==> src/rtl/lz_pkg.sv <==
// Package: shared types and constants for the line zeroing engine.
// Assumes 64-bit write beats.
package lz_pkg;
    localparam int BEAT_BYTES = 8;
    localparam int DATA_W     = 64;

    typedef enum logic [1:0] {
        ST_IDLE  = 2'd0,
        ST_CHECK = 2'd1,
        ST_WRITE = 2'd2,
        ST_DONE  = 2'd3
    } lz_state_e;
endpackage

==> src/rtl/lz_size_sel.sv <==
// Line size selector. From the command's selector bit and the size-mode
// field it works out the byte offset mask of the line and the index of
// the last beat. Assumes both sizes are powers of two and at least one beat.
module lz_size_sel #(
    parameter int          ADDR_W      = 32,
    parameter int          LINE_BYTES  = 128,
    parameter int          SHORT_BYTES = 32,
    parameter logic [1:0]  SHORT_CODE  = 2'd1,
    localparam int         LONG_BEATS  = LINE_BYTES / lz_pkg::BEAT_BYTES,
    localparam int         IDX_W       = (LONG_BEATS > 1) ? $clog2(LONG_BEATS) : 1
) (
    input  logic              line_sel,
    input  logic [1:0]        size_mode,
    output logic [ADDR_W-1:0] ofs_mask,
    output logic [IDX_W-1:0]  last_idx
);
    localparam int SHORT_BEATS = SHORT_BYTES / lz_pkg::BEAT_BYTES;

    logic use_short;

    // Pick the short-line rule only when the parameters make it a real choice.
    generate
        if (SHORT_BYTES < LINE_BYTES) begin : g_dual
            assign use_short = (size_mode == SHORT_CODE) && !line_sel;
        end else begin : g_single
            logic unused_sel;
            assign unused_sel = line_sel ^ (^size_mode);
            assign use_short  = 1'b0;
        end
    endgenerate

    // Mask of offset bits and index of the final beat for the chosen size.
    always_comb begin
        if (use_short) begin
            ofs_mask = ADDR_W'(SHORT_BYTES - 1);
            last_idx = IDX_W'(SHORT_BEATS - 1);
        end else begin
            ofs_mask = ADDR_W'(LINE_BYTES - 1);
            last_idx = IDX_W'(LONG_BEATS - 1);
        end
    end
endmodule

==> src/rtl/lz_resv_cmp.sv <==
// Reservation line compare. Reports whether the reservation address falls
// in the line that starts at the aligned base. Assumes the base is already
// aligned with the same mask.
module lz_resv_cmp #(
    parameter int ADDR_W = 32
) (
    input  logic [ADDR_W-1:0] resv_addr,
    input  logic [ADDR_W-1:0] line_base,
    input  logic [ADDR_W-1:0] ofs_mask,
    output logic              same_line
);
    // Clear the offset bits of the reservation and compare line numbers.
    always_comb begin
        same_line = ((resv_addr & ~ofs_mask) == line_base);
    end
endmodule

==> src/rtl/lz_beat_seq.sv <==
// Beat sequencer. Holds the aligned base and a beat index. It gives the
// address of the current beat and flags the final one. It steps only on
// advance. Assumes load and advance are never 1 together.
module lz_beat_seq #(
    parameter int ADDR_W = 32,
    parameter int IDX_W  = 4
) (
    input  logic              clk,
    input  logic              rst_n,
    input  logic              load,
    input  logic [ADDR_W-1:0] base_in,
    input  logic [IDX_W-1:0]  last_in,
    input  logic              advance,
    output logic [ADDR_W-1:0] line_base,
    output logic [ADDR_W-1:0] beat_addr,
    output logic              is_last
);
    localparam int SHIFT = $clog2(lz_pkg::BEAT_BYTES);

    logic [ADDR_W-1:0] base_q;
    logic [IDX_W-1:0]  idx_q;
    logic [IDX_W-1:0]  last_q;

    // Capture a new line on load; step the index on each accepted beat.
    always_ff @(posedge clk) begin
        if (!rst_n) begin
            base_q <= '0;
            idx_q  <= '0;
            last_q <= '0;
        end else if (load) begin
            base_q <= base_in;
            idx_q  <= '0;
            last_q <= last_in;
        end else if (advance) begin
            idx_q  <= idx_q + 1'b1;
        end
    end

    // Beat address is the base plus eight bytes per completed beat.
    always_comb begin
        line_base = base_q;
        beat_addr = base_q + (ADDR_W'(idx_q) << SHIFT);
        is_last   = (idx_q == last_q);
    end
endmodule

==> src/rtl/line_zero_engine.sv <==
// Line zeroing engine top. Takes one command when idle, aligns it to the
// selected line size, checks the reservation in the first busy cycle, then
// issues zero beats that each wait for an acknowledge, and pulses done.
// Assumes wr_ack is only meaningful while wr_valid is 1.
module line_zero_engine #(
    parameter int          ADDR_W      = 32,
    parameter int          LINE_BYTES  = 128,
    parameter int          SHORT_BYTES = 32,
    parameter logic [1:0]  SHORT_CODE  = 2'd1
) (
    input  logic                      clk,
    input  logic                      rst_n,
    input  logic                      cmd_valid,
    output logic                      cmd_ready,
    input  logic [ADDR_W-1:0]         cmd_addr,
    input  logic                      cmd_line_sel,
    input  logic [1:0]                cfg_size_mode,
    input  logic [ADDR_W-1:0]         resv_addr,
    output logic                      resv_clear,
    output logic                      wr_valid,
    output logic [ADDR_W-1:0]         wr_addr,
    output logic [lz_pkg::DATA_W-1:0] wr_data,
    input  logic                      wr_ack,
    output logic                      done
);
    import lz_pkg::*;

    localparam int LONG_BEATS = LINE_BYTES / BEAT_BYTES;
    localparam int IDX_W      = (LONG_BEATS > 1) ? $clog2(LONG_BEATS) : 1;

    lz_state_e         state_q, state_d;
    logic [ADDR_W-1:0] cmd_mask;
    logic [IDX_W-1:0]  cmd_last;
    logic [ADDR_W-1:0] mask_q;
    logic [ADDR_W-1:0] line_base;
    logic [ADDR_W-1:0] beat_addr;
    logic              is_last;
    logic              same_line;
    logic              accept;
    logic              beat_done;

    lz_size_sel #(
        .ADDR_W(ADDR_W), .LINE_BYTES(LINE_BYTES),
        .SHORT_BYTES(SHORT_BYTES), .SHORT_CODE(SHORT_CODE)
    ) u_size (
        .line_sel (cmd_line_sel),
        .size_mode(cfg_size_mode),
        .ofs_mask (cmd_mask),
        .last_idx (cmd_last)
    );

    lz_beat_seq #(.ADDR_W(ADDR_W), .IDX_W(IDX_W)) u_seq (
        .clk      (clk),
        .rst_n    (rst_n),
        .load     (accept),
        .base_in  (cmd_addr & ~cmd_mask),
        .last_in  (cmd_last),
        .advance  (beat_done),
        .line_base(line_base),
        .beat_addr(beat_addr),
        .is_last  (is_last)
    );

    lz_resv_cmp #(.ADDR_W(ADDR_W)) u_resv (
        .resv_addr(resv_addr),
        .line_base(line_base),
        .ofs_mask (mask_q),
        .same_line(same_line)
    );

    // Handshake terms shared by the state machine and the sequencer.
    always_comb begin
        accept    = cmd_valid && (state_q == ST_IDLE);
        beat_done = (state_q == ST_WRITE) && wr_ack;
    end

    // Next-state choice: idle, reservation check, write beats, done pulse.
    always_comb begin
        state_d = state_q;
        unique case (state_q)
            ST_IDLE:  if (cmd_valid) state_d = ST_CHECK;
            ST_CHECK: state_d = ST_WRITE;
            ST_WRITE: if (wr_ack && is_last) state_d = ST_DONE;
            ST_DONE:  state_d = ST_IDLE;
            default:  state_d = ST_IDLE;
        endcase
    end

    // State register and captured line mask for the reservation compare.
    always_ff @(posedge clk) begin
        if (!rst_n) begin
            state_q <= ST_IDLE;
            mask_q  <= '0;
        end else begin
            state_q <= state_d;
            if (accept) mask_q <= cmd_mask;
        end
    end

    // Output decode from the current state.
    always_comb begin
        cmd_ready  = (state_q == ST_IDLE);
        resv_clear = (state_q == ST_CHECK) && same_line;
        wr_valid   = (state_q == ST_WRITE);
        wr_addr    = beat_addr;
        wr_data    = '0;
        done       = (state_q == ST_DONE);
    end

    // never ready while a beat is outstanding.
    p_busy_not_ready_r1: assert property (@(posedge clk) disable iff (!rst_n)
        wr_valid |-> !cmd_ready);

    // a stalled beat keeps its address and stays valid.
    p_addr_hold_r8: assert property (@(posedge clk) disable iff (!rst_n)
        (wr_valid && !wr_ack) |=> (wr_valid && $stable(wr_addr)));

    // the reservation strobe comes before any beat and lasts one cycle.
    p_clear_no_beat_r7: assert property (@(posedge clk) disable iff (!rst_n)
        resv_clear |-> !wr_valid);
    p_clear_pulse_r7: assert property (@(posedge clk) disable iff (!rst_n)
        resv_clear |=> !resv_clear);

    // done is a single cycle, right after an acknowledged beat.
    p_done_pulse_r9: assert property (@(posedge clk) disable iff (!rst_n)
        done |=> !done);
    p_done_after_ack_r9: assert property (@(posedge clk) disable iff (!rst_n)
        $rose(done) |-> $past(wr_valid && wr_ack));

    // a beat address never leaves the line of the captured base.
    p_in_line_r2: assert property (@(posedge clk) disable iff (!rst_n)
        wr_valid |-> ((wr_addr & ~mask_q) == line_base));
endmodule

==> config.mk <==
export PLATFORM = sky130hd
export DESIGN_NAME = line_zero_engine
export DESIGN_NICKNAME = d
export VERILOG_FILES = /design/src/rtl/lz_pkg.sv /design/src/rtl/lz_size_sel.sv /design/src/rtl/lz_resv_cmp.sv /design/src/rtl/lz_beat_seq.sv /design/src/rtl/line_zero_engine.sv
export SDC_FILE = /design/constraint.sdc
export NUM_CORES = 1
export LEC_CHECK = 0
export CAP_MARGIN = 10
export CORE_MARGIN = 5
export CORE_UTILIZATION = 25
export DETAILED_ROUTE_END_ITERATION = 7
export DONT_BUFFER_PORTS = 1
export HOLD_SLACK_MARGIN = 0.03
export PLACE_DENSITY = 0.35
export SKIP_LAST_GASP = 1
export SLEW_MARGIN = 20
export SYNTH_ARGS = -nofsm -noshare
export SYNTH_HDL_FRONTEND = slang
export SYNTH_SLANG_ARGS = --single-unit
==> constraint.sdc <==
create_clock -name clk -period 2.9 [get_ports clk]
set_clock_uncertainty 0.05 [all_clocks]
set_input_delay 0.725 -clock clk [delete_from_list [all_inputs] [get_ports clk]]
set_output_delay 0.725 -clock clk [all_outputs]
set_load 0.02 [all_outputs]
==> results_dict.tcl <==
set metrics [dict create \
    syn-cell-area_mm2 0.002880 \
    grt_pass1_wl_um 12900 \
    coreArea_mm2 0.01137 \
    stdcell_count 539 \
    min_path_type "flip-flop to flip-flop" \
    overflow 0 \
    crit_type "flip-flop to output port" \
    dpl.hpwl_um 6963 \
    start_util 0.2533 \
    track_usage 0.1196 \
    layout_min_cycle_time_ps 2840 \
    endpoint_kind "output port" \
    worstPathMaxFanout 3 \
    path_cells "ha_4 > inv_2 > fa_2 > nor2b_4 > buf_4 > buf_4 > nand4_1 > xnor2_2 > buf_4" \
    power_density_mw_per_mm2 595.4 \
    ant_nets 0 \
    drv_slew 0 \
    die_x_um 117.3 \
    top_layer "met4" \
    wl_met3_um 700 \
    hold_violations 0 \
    p_leak_nw 1.421 \
    hold_slack_ps 470.0 \
    clock-sinks 35 \
    vdd_ir_drop_max_uv 281.0 \
    critPathBufInv 4 \
    cts_root_buf "clkbuf_16" \
    syn_area_per_cell_um2 7.913 \
    drt-met1-wl_um 3519 \
    gp_congestion 0.8351 \
    placementRows 39 \
    postCtsHoldBufs 0 \
    routed_wirelength_um 8585 \
    ys_warn_count 0 \
    r2r_setup_slack_ps 1000 \
    synth_top_area_share 0.2433 \
    dp.cells 526 \
    crit_family "adder cells" \
    power_mw 1.985 \
    synth_most_common_cell "buf_4" \
    grt_pass1_vias 2300 \
    cp-start-kind "flip-flop" \
    synth_common_cells "70 x buf_4, 66 x nand2_1, 35 x dfxtp_1" \
    setup_tns_ps 0 \
    grt_antenna_before_repair 0 \
    drt_iter0_markers 49 \
    syn_inst 364 \
    rsz0062_at_grt "true" \
    die_h_um 117.3 \
    drt_first_pass_iters 4 \
    met2_length_um 4194 \
    h-tree-depth 2 \
    drive_above_1_share 0.2096 \
    crit_path_max_incr_delay_ps 370 \
    critPathArrivalTime_ps 2070 \
    finalNetCount 474 \
    synthArstFlopShare 0 \
    synth_seq_cells 35 \
    synth_edf_count 0 \
    vias 2314 \
    clk_latency_ps 280 \
    ios 171 \
    syn_to_final_growth_pct 15.77 \
    status "finished clean" \
    setup_viol 0 \
    final.period_utilization 0.9794 \
    numCtsBuffers 5 \
    yosys.area.top_type "dfxtp_1" \
    numPortBuffers 0 \
    maxCapViolCount 0 \
    wl_per_cell_um 15.93 \
    fmax_mhz 352.1 \
    crit_path_top_delay_cell "fa_2" \
    max_slew_margin 0.6171 \
    cp.required_ps 2120 \
    diodes 0 \
    clockBufferDepth 2 \
    crit_top_cell "buf_4" \
    worst_pin_slew_ps 566.4 \
    yosysSeqAreaShare 0.2433 \
    clk_pin_slew_worst_paths_ps 60 \
    cts_tree "done" \
    synth_cell_types 41 \
    final_util 0.2933 \
    drt-vias-per-instance 4.293 \
    synth.area.top_cells "dfxtp_1 24%, buf_4 18%, xnor2_1 10%" \
    grt_max_degree 36 \
    drc 0 \
    synthFlopType "dfxtp_1" \
    die-area_mm2 0.01377 \
]
## flip-flops by register name, summed over array words and instances, names as in the netlist
signal,count
u_seq.idx_q,4
state_q,2
u_seq.line_base,27
u_seq.last_q,2
## path summary, 6_finish.rpt
path,cells past startpoint,end,startpoint
worst max-delay path,9,wr_addr[11],u_seq.idx_q[2]$_SDFFE_PP0P_
worst min-delay path,2,u_seq.line_base[10]$_SDFFE_PN0P_,u_seq.line_base[10]$_SDFFE_PN0P_
worst max register to register,6,u_seq.line_base[6]$_SDFFE_PN0P_,state_q[0]$_SDFFE_PN0P_
worst min register to register,2,u_seq.line_base[10]$_SDFFE_PN0P_,u_seq.line_base[10]$_SDFFE_PN0P_
## logic make-up after synthesis
kind of cell               after synthesis  synth area share
AOI/OAI and AO/OA                       41            0.1038
xor gates and xnor gates                53            0.1612
adders and majority gates                8           0.03736
buffers and inverters                   96            0.2198
DFF                                     35            0.2433
other                                    1          0.001302
and+or+nand+nor                        130            0.2333
## power breakdown
| part | switching (mW) | total, mW | internal (mW) | leakage, nW |
|---|---|---|---|---|
| clock | 0.225 | 0.542 | 0.317 | 0.0658 |
| combinational | 0.471 | 0.753 | 0.282 | 1.07 |
| sequential | 0.128 | 0.690 | 0.563 | 0.290 |
| total | 0.824 | 1.99 | 1.16 | 1.42 |
## layout make-up
cell class / instances / area, µm²
timing repair buffer: 45 / 337.8
clock buffer: 5 / 125.1
fill: 1240 / 8035
clock inverter: 3 / 20.02
tap: 143 / 178.9
multi-input combinational: 299 / 1928
inverter: 9 / 33.78
sequential: 35 / 710.7
## tightest hold or removal path: cells and delay by family, from the launching register on
family	cells	cell delay (ps)
flip-flops	1	360
AND/OR/NAND/NOR	1	60
AO/OA/AOI/OAI	1	60
## layer usage
layer,vias to the layer above,global-route usage
li1,1129,-
met1,1076,0.1447
met2,99,0.2019
met3,10,0.03465
met4,0,0.04061
met5,-,0
## through the flow
| stage | instance area (µm²) | setup slack (ps) |
|---|---|---|
| 2_1_floorplan | 3128 | 108.2 |
| 3_3_place_gp | 3008 | 5.511 |
| 3_5_place_dp | 3008 | -1.930 |
| 4_1_cts | 3247 | -59.31 |
| 5_1_grt | 3334 | -46.34 |
| 6_report | 3334 | 59.88 |
## layout by cell type, fill, tap and decap left out, drive strengths merged, types with 6 or more instances in the layout
master   n
nand3   12
xor2    19
dfxtp   35
conb    67
nor3     6
nor2     8
buf     45
nand4   12
inv      9
a21boi  25
xnor2   34
nor4     7
nand2   66
ha       7
## timing repair
action	in CTS	in global routing
pin swaps	6	8
setup buffers	4	1
gates resized for setup	15	18
endpoints found under the setup margin	14	17
No activity file was read; power rests on OpenSTA's default activity.
